==> src/rtl/sp_pkg.sv <==
package sp_pkg;
   localparam int BUS_W = 32;
   // register word indices
   localparam int W_BAUD  = 0;
   localparam int W_TXBUF = 1;
   localparam int W_RXBUF = 2;
   localparam int W_CTRL  = 3;
   localparam int W_STAT  = 5;
   localparam int W_TXRST = 8;
   localparam int W_RXRST = 9;
   // control bit positions
   localparam int CB_RXEN = 8;
   localparam int CB_RUN  = 7;
   localparam int CB_PODD = 5;
   localparam logic [BUS_W-1:0] CTL_MASK = 32'h0000_01AF;
   // status bit positions
   localparam int ST_RXFULL = 0;
   localparam int ST_OVR    = 4;
   localparam int ST_TXFULL = 9;
endpackage

==> src/rtl/sp_tick_gen.sv <==
module sp_tick_gen #(
   parameter int BAUD_W = 16
) (
   input  logic              clk,
   input  logic              rst_n,
   input  logic              run,
   input  logic [BAUD_W-1:0] reload,
   output logic              tick
);
   logic [BAUD_W-1:0] cnt_q;
   logic              wrap;

   assign wrap = (cnt_q >= reload);
   assign tick = run && wrap;

   always_ff @(posedge clk or negedge rst_n) begin
      if (!rst_n)      cnt_q <= '0;
      else if (!run)   cnt_q <= '0;
      else if (wrap)   cnt_q <= '0;
      else             cnt_q <= cnt_q + BAUD_W'(1);
   end
endmodule

==> src/rtl/sp_tx.sv <==
module sp_tx #(
   parameter int OVERSAMPLE = 16
) (
   input  logic       clk,
   input  logic       rst_n,
   input  logic       tick,
   input  logic       run,
   input  logic       par_en,
   input  logic       ld_valid,
   input  logic [7:0] ld_data,
   output logic       ld_take,
   output logic       busy,
   output logic       tx_o
);
   localparam int TW = $clog2(OVERSAMPLE);
   localparam logic [TW-1:0] LAST_TICK = TW'(OVERSAMPLE - 1);

   logic [10:0]   shreg_q;
   logic [3:0]    left_q;
   logic [TW-1:0] tcnt_q;

   assign ld_take = ld_valid && run && !busy;
   assign tx_o    = busy ? shreg_q[0] : 1'b1;

   always_ff @(posedge clk or negedge rst_n) begin
      if (!rst_n) begin
         busy    <= 1'b0;
         shreg_q <= '1;
         left_q  <= '0;
         tcnt_q  <= '0;
      end else if (ld_take) begin
         busy    <= 1'b1;
         shreg_q <= {1'b1, (par_en ? ~^ld_data : 1'b1), ld_data, 1'b0};
         left_q  <= par_en ? 4'd11 : 4'd10;
         tcnt_q  <= '0;
      end else if (busy && tick) begin
         if (tcnt_q == LAST_TICK) begin
            tcnt_q <= '0;
            if (left_q == 4'd1) begin
               busy <= 1'b0;
            end else begin
               left_q  <= left_q - 4'd1;
               shreg_q <= {1'b1, shreg_q[10:1]};
            end
         end else begin
            tcnt_q <= tcnt_q + TW'(1);
         end
      end
   end
endmodule

==> src/rtl/sp_rx.sv <==
module sp_rx #(
   parameter int OVERSAMPLE  = 16,
   parameter int SYNC_STAGES = 2
) (
   input  logic       clk,
   input  logic       rst_n,
   input  logic       tick,
   input  logic       en,
   input  logic       par_en,
   input  logic       rx_i,
   output logic       commit,
   output logic [7:0] data
);
   localparam int TW = $clog2(OVERSAMPLE);
   localparam logic [TW-1:0] MID_TICK = TW'(OVERSAMPLE / 2 - 1);

   logic [SYNC_STAGES-1:0] sync_q;
   logic                   rxs;
   logic                   busy_q;
   logic [TW-1:0]          tcnt_q;
   logic [3:0]             bidx_q;
   logic [3:0]             stop_idx;
   logic [7:0]             dsh_q;

   assign rxs      = sync_q[SYNC_STAGES-1];
   assign stop_idx = par_en ? 4'd10 : 4'd9;

   generate
      for (genvar s = 0; s < SYNC_STAGES; s++) begin : g_sync
         always_ff @(posedge clk or negedge rst_n) begin
            if (!rst_n) sync_q[s] <= 1'b1;
            else        sync_q[s] <= (s == 0) ? rx_i : sync_q[(s == 0) ? 0 : s - 1];
         end
      end
   endgenerate

   always_ff @(posedge clk or negedge rst_n) begin
      if (!rst_n) begin
         busy_q <= 1'b0;
         tcnt_q <= '0;
         bidx_q <= '0;
         dsh_q  <= '0;
         data   <= '0;
         commit <= 1'b0;
      end else if (!en) begin
         busy_q <= 1'b0;
         commit <= 1'b0;
      end else begin
         commit <= 1'b0;
         if (tick) begin
            if (!busy_q) begin
               if (!rxs) begin
                  busy_q <= 1'b1;
                  tcnt_q <= '0;
                  bidx_q <= '0;
               end
            end else begin
               tcnt_q <= tcnt_q + TW'(1);
               if (tcnt_q == MID_TICK) begin
                  bidx_q <= bidx_q + 4'd1;
                  if (bidx_q == 4'd0) begin
                     if (rxs) busy_q <= 1'b0;
                  end else if (bidx_q <= 4'd8) begin
                     dsh_q <= {rxs, dsh_q[7:1]};
                  end
                  if (bidx_q == stop_idx) begin
                     busy_q <= 1'b0;
                     commit <= 1'b1;
                     data   <= dsh_q;
                  end
               end
            end
         end
      end
   end
endmodule

==> src/rtl/sp_serial_port.sv <==
module sp_serial_port
   import sp_pkg::*;
#(
   parameter int ADDR_W      = 4,
   parameter int BAUD_W      = 16,
   parameter int OVERSAMPLE  = 16,
   parameter int SYNC_STAGES = 2,
   parameter bit PARITY_EN   = 1'b1
) (
   input  logic              clk,
   input  logic              rst_n,
   input  logic              wr_en,
   input  logic              rd_en,
   input  logic [ADDR_W-1:0] addr,
   input  logic [BUS_W-1:0]  wdata,
   output logic [BUS_W-1:0]  rdata,
   output logic              tx_o,
   input  logic              rx_i
);
   generate
      if (ADDR_W < 4) begin : g_bad_addr
         $error("sp_serial_port: ADDR_W must cover ten registers");
      end
      if (BAUD_W < 1 || BAUD_W > BUS_W) begin : g_bad_baud
         $error("sp_serial_port: BAUD_W out of range");
      end
      if (OVERSAMPLE < 4 || (OVERSAMPLE & (OVERSAMPLE - 1)) != 0) begin : g_bad_os
         $error("sp_serial_port: OVERSAMPLE must be a power of two >= 4");
      end
      if (SYNC_STAGES < 2) begin : g_bad_sync
         $error("sp_serial_port: SYNC_STAGES must be at least 2");
      end
   endgenerate

   logic [BAUD_W-1:0] baud_q;
   logic [BUS_W-1:0]  ctrl_q;
   logic              run, rx_en, par_en, tick;
   logic              hold_full, ld_take, tx_busy;
   logic [7:0]        hold_data;
   logic              rx_commit, rx_full, ovr;
   logic [7:0]        rx_new, rx_data;
   logic              wr_baud, wr_tx, wr_ctrl, wr_txrst, wr_rxrst, rd_rx;

   assign run   = ctrl_q[CB_RUN];
   assign rx_en = ctrl_q[CB_RXEN];

   generate
      if (PARITY_EN) begin : g_par
         assign par_en = ctrl_q[CB_PODD];
      end else begin : g_nopar
         assign par_en = 1'b0;
      end
   endgenerate

   assign wr_baud  = wr_en && (addr == ADDR_W'(W_BAUD));
   assign wr_tx    = wr_en && (addr == ADDR_W'(W_TXBUF));
   assign wr_ctrl  = wr_en && (addr == ADDR_W'(W_CTRL));
   assign wr_txrst = wr_en && (addr == ADDR_W'(W_TXRST)) && wdata[0];
   assign wr_rxrst = wr_en && (addr == ADDR_W'(W_RXRST)) && wdata[0];
   assign rd_rx    = rd_en && (addr == ADDR_W'(W_RXBUF));

   always_ff @(posedge clk or negedge rst_n) begin
      if (!rst_n) begin
         baud_q <= '0;
         ctrl_q <= '0;
      end else begin
         if (wr_baud) baud_q <= wdata[BAUD_W-1:0];
         if (wr_ctrl) ctrl_q <= wdata & CTL_MASK;
      end
   end

   always_ff @(posedge clk or negedge rst_n) begin
      if (!rst_n) begin
         hold_full <= 1'b0;
         hold_data <= '0;
      end else if (wr_txrst) begin
         hold_full <= 1'b0;
      end else if (wr_tx && !hold_full) begin
         hold_full <= 1'b1;
         hold_data <= wdata[7:0];
      end else if (ld_take) begin
         hold_full <= 1'b0;
      end
   end

   always_ff @(posedge clk or negedge rst_n) begin
      if (!rst_n) begin
         rx_full <= 1'b0;
         ovr     <= 1'b0;
         rx_data <= '0;
      end else if (wr_rxrst) begin
         rx_full <= 1'b0;
         ovr     <= 1'b0;
      end else if (rx_commit) begin
         rx_data <= rx_new;
         rx_full <= 1'b1;
         if (rx_full && !rd_rx) ovr <= 1'b1;
      end else if (rd_rx) begin
         rx_full <= 1'b0;
         ovr     <= 1'b0;
      end
   end

   always_comb begin
      rdata = '0;
      if (addr == ADDR_W'(W_BAUD))       rdata = BUS_W'(baud_q);
      else if (addr == ADDR_W'(W_RXBUF)) rdata = BUS_W'(rx_data);
      else if (addr == ADDR_W'(W_CTRL))  rdata = ctrl_q;
      else if (addr == ADDR_W'(W_STAT)) begin
         rdata[ST_RXFULL] = rx_full;
         rdata[ST_OVR]    = ovr;
         rdata[ST_TXFULL] = hold_full;
      end
   end

   sp_tick_gen #(.BAUD_W(BAUD_W)) u_tick (
      .clk(clk), .rst_n(rst_n), .run(run), .reload(baud_q), .tick(tick)
   );

   sp_tx #(.OVERSAMPLE(OVERSAMPLE)) u_tx (
      .clk(clk), .rst_n(rst_n), .tick(tick), .run(run), .par_en(par_en),
      .ld_valid(hold_full), .ld_data(hold_data), .ld_take(ld_take),
      .busy(tx_busy), .tx_o(tx_o)
   );

   sp_rx #(.OVERSAMPLE(OVERSAMPLE), .SYNC_STAGES(SYNC_STAGES)) u_rx (
      .clk(clk), .rst_n(rst_n), .tick(tick), .en(rx_en), .par_en(par_en),
      .rx_i(rx_i), .commit(rx_commit), .data(rx_new)
   );
endmodule

==> config.mk <==
export PLATFORM = sky130hd
export DESIGN_NAME = sp_serial_port
export DESIGN_NICKNAME = d
export VERILOG_FILES = /design/src/rtl/sp_pkg.sv /design/src/rtl/sp_tick_gen.sv /design/src/rtl/sp_tx.sv /design/src/rtl/sp_rx.sv /design/src/rtl/sp_serial_port.sv
export SDC_FILE = /design/constraint.sdc
export NUM_CORES = 1
export LEC_CHECK = 0
export ABC_CLOCK_PERIOD_IN_PS = 5900
export CORE_ASPECT_RATIO = 1.5
export CORE_MARGIN = 1.5
export CORE_UTILIZATION = 45
export DETAILED_ROUTE_END_ITERATION = 8
export PLACE_DENSITY = 0.68
export SLEW_MARGIN = 10
export SYNTH_ARGS = -nofsm -noshare
export SYNTH_HDL_FRONTEND = slang
export SYNTH_SLANG_ARGS = --single-unit
export TNS_END_PERCENT = 50
==> constraint.sdc <==
create_clock -name clk -period 5.9 [get_ports clk]
set_clock_uncertainty 0.1 [all_clocks]
set_input_delay 0.59 -clock clk [delete_from_list [all_inputs] [get_ports clk]]
set_output_delay 0.59 -clock clk [all_outputs]
set_load 0.01 [all_outputs]
# Word level (Yosys, flattened, before mapping)
# Index checks and enable logic that the tools add are counted.
# totals
reg_bits	106
latchBits	0
mem_bits_rw	0
rom_bits	0
inputBits	41
wordCells	135
n_memories	0
# op_classes
n_addsub	5
mul	0
n_div	0
order_cmp	2
n_eq_ne	15
shift	0
muxes	56
n_bitwise	3
reduce_logical	34
# op_table
cell	n
$mux 16	3
$mux 4	12
$mux 11	4
$mux 1	34
$add 16x1->16 const B	1
$ge 16x16->1	1
$logic_and 1x1->1	14
$add 4x1->4 const B	3
$eq 4x4->1 const B	3
$mux 10	1
$reduce_and 3->1	3
$eq 4x1->1 const B	2
$eq 4x2->1 const B	2
$eq 4x3->1 const B	2
$logic_not 4->1	2
$reduce_xnor 8->1	1
$ne 2x2->1 const B	3
$reduce_and 2->1	3
$reduce_and 6->1	1
$reduce_bool 2->1	3
$reduce_bool 3->1	2
$reduce_and 5->1	1
$eq 4x4->1	1
$le 4x4->1 const B	1
other kinds (8)	12

# Longest topological paths before layout
# depth
ltp_word	7
depth_mapped	9
mapped_depth_nobuf	8

# Modules after synthesis
# From an unflattened synthesis, not the netlist that was laid out.
# unflattened
cells_unflattened	505
hier_area_um2	5554.1
# modules_own_cells
module	instances	cells_each	area_per_inst_um2
sp_serial_port	1	173	2102.0
sp_rx	1	96	1233.7
sp_tick_gen	1	127	1182.4
sp_tx	1	109	1036.0

# Least setup slack after synthesis
# Ideal clock, no wire load.
# synth_timing
path_kind	register to register
start	register u_tick.cnt_q[0]
end	register u_rx.data[0]
arrival_time_ps	2552
t_required_ps	5672
setup_slack_ps	3120
stages_incl_launch_ff	10
path_buffers	1
period_less_slack_ps	2780
path_cell_list	dfrtp_1 -> inv_1 -> ha_1 -> nand2b_1 -> a2111oi_0 -> o21ai_1 -> a2111oi_4 -> or3_1 -> buf_4 -> mux2_1
# synth_via
elab_chain_len	3
# synth_lines
element	line_no	text
start, declared	sp_tick_gen.sv:10	logic [BAUD_W-1:0] cnt_q;
start signal, assigned	sp_tick_gen.sv:20	else cnt_q <= cnt_q + BAUD_W'(1);
$ge 16x16->1	sp_tick_gen.sv:13	assign wrap = (cnt_q >= reload);
$logic_and 1x1->1	sp_tick_gen.sv:14	assign tick = run && wrap;
$reduce_and 5->1 (no source line)	--	
end signal, assigned	sp_rx.sv:69	data <= dsh_q;
end, declared	sp_rx.sv:12	output logic [7:0] data
# No other way between the ends.
# A chain may end at the register's enable or synchronous reset.

# Worst setup path after layout
# layout_timing
start	input addr[0]
end	output rdata[1]
# layout_via
elab_chain_len	4
elab_cells_between_ends	6
cone_classes	eq/ne: 2; mux: 3; reduce/logical: 1
# layout_lines
element	line_no	text
start, declared	sp_serial_port.sv:14	input logic [ADDR_W-1:0] addr,
$eq 4x2->1	sp_serial_port.sv:108	else if (addr == ADDR_W'(W_CTRL)) rdata = ctrl_q;
$mux 3	sp_serial_port.sv:108	
$mux 10	sp_serial_port.sv:107	else if (addr == ADDR_W'(W_RXBUF)) rdata = BUS_W'(rx_data);
$mux 16 (*)	sp_serial_port.sv:106	if (addr == ADDR_W'(W_BAUD)) rdata = BUS_W'(baud_q);
end, declared	sp_serial_port.sv:16	output logic [BUS_W-1:0] rdata,
# Mark *: on every way between the ends. The rest lies on a longest branch, timed or not.

==> flow_metrics.env <==
export IMPL_drv_slew=0
export IMPL_clk_latency_ns=0.35
export IMPL_status="finished, final reports clean"
export IMPL_dieHeight_um=137
export IMPL_drc=0
export IMPL_drt_wirelength_per_cell_um=16.0
export IMPL_drive_gt1_share_pct=17.6
export IMPL_grt_max_degree=83
export IMPL_worstPathMaxFanout=10
export IMPL_total_power_uw=1910
export IMPL_cts_hold_fix_buffers=0
export IMPL_antenna_found_initial=0
export IMPL_synthCells=482
export IMPL_place_congestion=0.805
export IMPL_crit_path_start_kind="input pin"
export IMPL_cts_root_buffer="clkbuf_16"
export IMPL_cts_sinks=105
export IMPL_grt_pass1_vias=3860
export IMPL_tns_ns=0
export IMPL_stdcell_count=679
export IMPL_timing_final_hold_violations=0
export IMPL_post_dp_hpwl_mm=7.95
export IMPL_critPathKind="in -> out"
export IMPL_max_clock_freq_mhz=261
export IMPL_post_cts_resized=0
export IMPL_die_area_sq_mm=0.0126
export IMPL_setup_viol=0
export IMPL_drt_pass1_iterations=4
export IMPL_worstMarginPinSlew_ns=1.12
export IMPL_synth_flop_cell="dfrtp_1"
export IMPL_io_pins=74
export IMPL_numPortBuffers=41
export IMPL_synth_edf_count=0
export IMPL_ir_drop_uv=191
export IMPL_nets=588
export IMPL_via_count=3759
export IMPL_yosysSeqAreaShare_pct=49.1
export IMPL_relSlewSlack_pct=24.6
export IMPL_cts_tree="yes"
export IMPL_syn_cell_area_sq_mm=0.00538
export IMPL_grt_usage_pct=18.3
export IMPL_die_w_um=92.3
export IMPL_p_per_area_mw_per_mm2=310
export IMPL_num_rows=48
export IMPL_dp_cells=663
export IMPL_hold_path_class="in -> async"
export IMPL_wl_mm=10.9
export IMPL_cts_buffers=9
export IMPL_drv_cap=0
export IMPL_cts_buffer_depth=2
export IMPL_async_flop_share_pct=100
export IMPL_ant_nets=0
export IMPL_ctsHtreeMaxLevel=3
export IMPL_yosysWarnings=0
export IMPL_grt_ovfl_total=0
export IMPL_finalCritPeriodShare_pct=64.8
export IMPL_n_antenna_cell=0
export IMPL_clk_pin_slew_ns=0.07
export IMPL_end_kind="output pin"
export IMPL_start_util_pct=46.4
export IMPL_power_leakage_uw=0.00285
export IMPL_crit_required_ns=5.21
export IMPL_drtIter0Drc=179
export IMPL_coreArea_sq_mm=0.0116
export IMPL_rsz0062_at_grt="no"
export IMPL_vias_per_cell=5.54
export IMPL_ys_seq_elements=105
export IMPL_cp_arrival_ns=3.13
export IMPL_cts_setup_buffers=0
export IMPL_ys_types=57
export IMPL_syn_avg_cell_area_sq_um=11.2
export IMPL_period_minus_slack_ns=3.82
export IMPL_areaGrowthSynthToFinish_pct=14.7
export IMPL_grt_pass1_wl_mm=18.1
[registers in the layout (all words and copies together), names as in the netlist, 4 cells and up]
register	cells
baud_q	16
u_tick.cnt_q	16
u_tx.shreg_q	10
hold_data	8
rx_data	8
u_rx.data	8
u_rx.dsh_q	8
ctrl_q	7
u_rx.bidx_q	4
u_rx.tcnt_q	4
u_tx.left_q	4
u_tx.tcnt_q	4
[final cells by class]
| cell class | count | area (sq um) |
|---|---|---|
| Timing Repair Buffer | 45 | 438 |
| Multi-Input combinational cell | 331 | 2500 |
| Inverter | 32 | 120 |
| Sequential cell | 105 | 2640 |
| Tap cell | 150 | 188 |
| Clock buffer | 9 | 225 |
| Clock inverter | 7 | 52.6 |
| Fill cell | 1025 | 5420 |
[power by group]
part | switching [uW] | leakage (uW) | internal, uW
registers | 113 | 0.00135 | 858
logic | 173 | 0.00136 | 206
clock network | 273 | 0.000137 | 290
[worst paths after layout]
check | depth (start not counted) | endpoint | slack [ns] | start
min in group clk | 0 | u_rx.rxs | 0.26 | u_rx.sync_q[0]
max in group asynchronous | 2 | u_tick.cnt_q[8] | 4.34 | rst_n
worst max register to register | 9 | u_rx.data[0] | 2.66 | u_tick.cnt_q[0]
worst min register to register | 0 | u_rx.rxs | 0.26 | u_rx.sync_q[0]
worst min-delay path | 1 | u_rx.tcnt_q[1] | 0.03 | rst_n
worst max-delay path | 5 | rdata[1] | 2.08 | addr[0]
[Yosys cell counts (all sizes together), types with 3 or more instances]
master,n,area (sq um)
a21oi,12,60.1
o31ai,3,22.5
nor2,25,93.8
mux2,56,631
o21ai,15,78.8
clkbuf,9,33.8
buf,20,143
xor2,14,123
a222oi,5,50.1
nand2,31,116
dfstp,12,315
xnor2,8,70.1
inv,32,120
and4,3,26.3
dfrtp,93,2330
nand3,18,90.1
nor2b,6,37.5
o221a,8,90.1
o211ai,4,30.0
a22o,3,26.3
nor3,4,25.0
and2,8,50.1
o311ai,3,26.3
nand2b,13,81.3
o41ai,3,26.3
ha,23,288
nand4,5,31.3
nand3b,3,22.5
and3,11,68.8
[metrics by stage]
step	setup slack (ns)	hold WS, ns	area [sq um]	util, %
floorplan	3.12	0.194	5440	-
global placement	2.13	0.247	5890	50.8
detailed placement	2.10	0.248	5890	50.8
CTS	2.11	0.0297	6170	53.2
global route	1.98	0.0432	6170	53.2
finish	2.08	0.0264	6170	53.2
[worst max-delay path, stage by stage]
cell	delay (ns)
clkdlybuf4s50_1	0.64
nor4bb_1	0.99
a222oi_1	0.26
inv_1	0.11
clkdlybuf4s50_1	0.54
[cell families after synthesis]
family,after synthesis,synth area share (%)
adders and majority gates,23,5.35
buffers and inverters,61,5.51
xor gates and xnor gates,22,3.58
muxes,58,12.1
other,1,0.0697
AOI/OAI and AO/OA,75,10.9
and+or+nand+nor,137,13.4
DFF,105,49.1
[layout by cell type, fill, tap and decap left out, types with 3 or more instances in the layout]
| cell type | synthesis | routed |
|---|---|---|
| o211ai_1 | 4 | 4 |
| xor2_1 | 14 | 14 |
| inv_1 | 32 | 32 |
| o311ai_0 | 3 | 3 |
| a222oi_1 | 5 | 5 |
| and4_1 | 3 | 3 |
| o41ai_1 | 3 | 3 |
| ha_1 | 23 | 23 |
| mux2_1 | 8 | 8 |
| nor2_1 | 25 | 25 |
| o221a_2 | 8 | 8 |
| nor3_1 | 3 | 3 |
| nor2b_1 | 6 | 6 |
| nand4_1 | 5 | 5 |
| nand2_1 | 31 | 31 |
| and3_1 | 11 | 11 |
| mux2_2 | 48 | 48 |
| nand3_1 | 18 | 18 |
| xnor2_1 | 8 | 8 |
| clkbuf_16 | 0 | 9 |
| o21ai_0 | 13 | 13 |
| o31ai_1 | 3 | 3 |
| and2_1 | 7 | 7 |
| nand3b_1 | 3 | 3 |
| dfrtp_1 | 93 | 93 |
| a22o_1 | 3 | 3 |
| conb_1 | 1 | 16 |
| dfstp_2 | 12 | 12 |
| inv_6 | 0 | 3 |
| clkdlybuf4s50_1 | 0 | 40 |
| a21oi_1 | 12 | 12 |
| buf_4 | 17 | 5 |
| nand2b_1 | 13 | 13 |
[metal layers]
metal | vias to the layer above | global-route usage, % | wire (um)
met4 | 0 | 8.63 | 300
met5 | - | 0 | 0
met1 | 1877 | 22.0 | 4690
met2 | 77 | 31.9 | 5620
li1 | 1783 | - | -
met3 | 22 | 3.11 | 265
(Power assumes the default switching activity.)
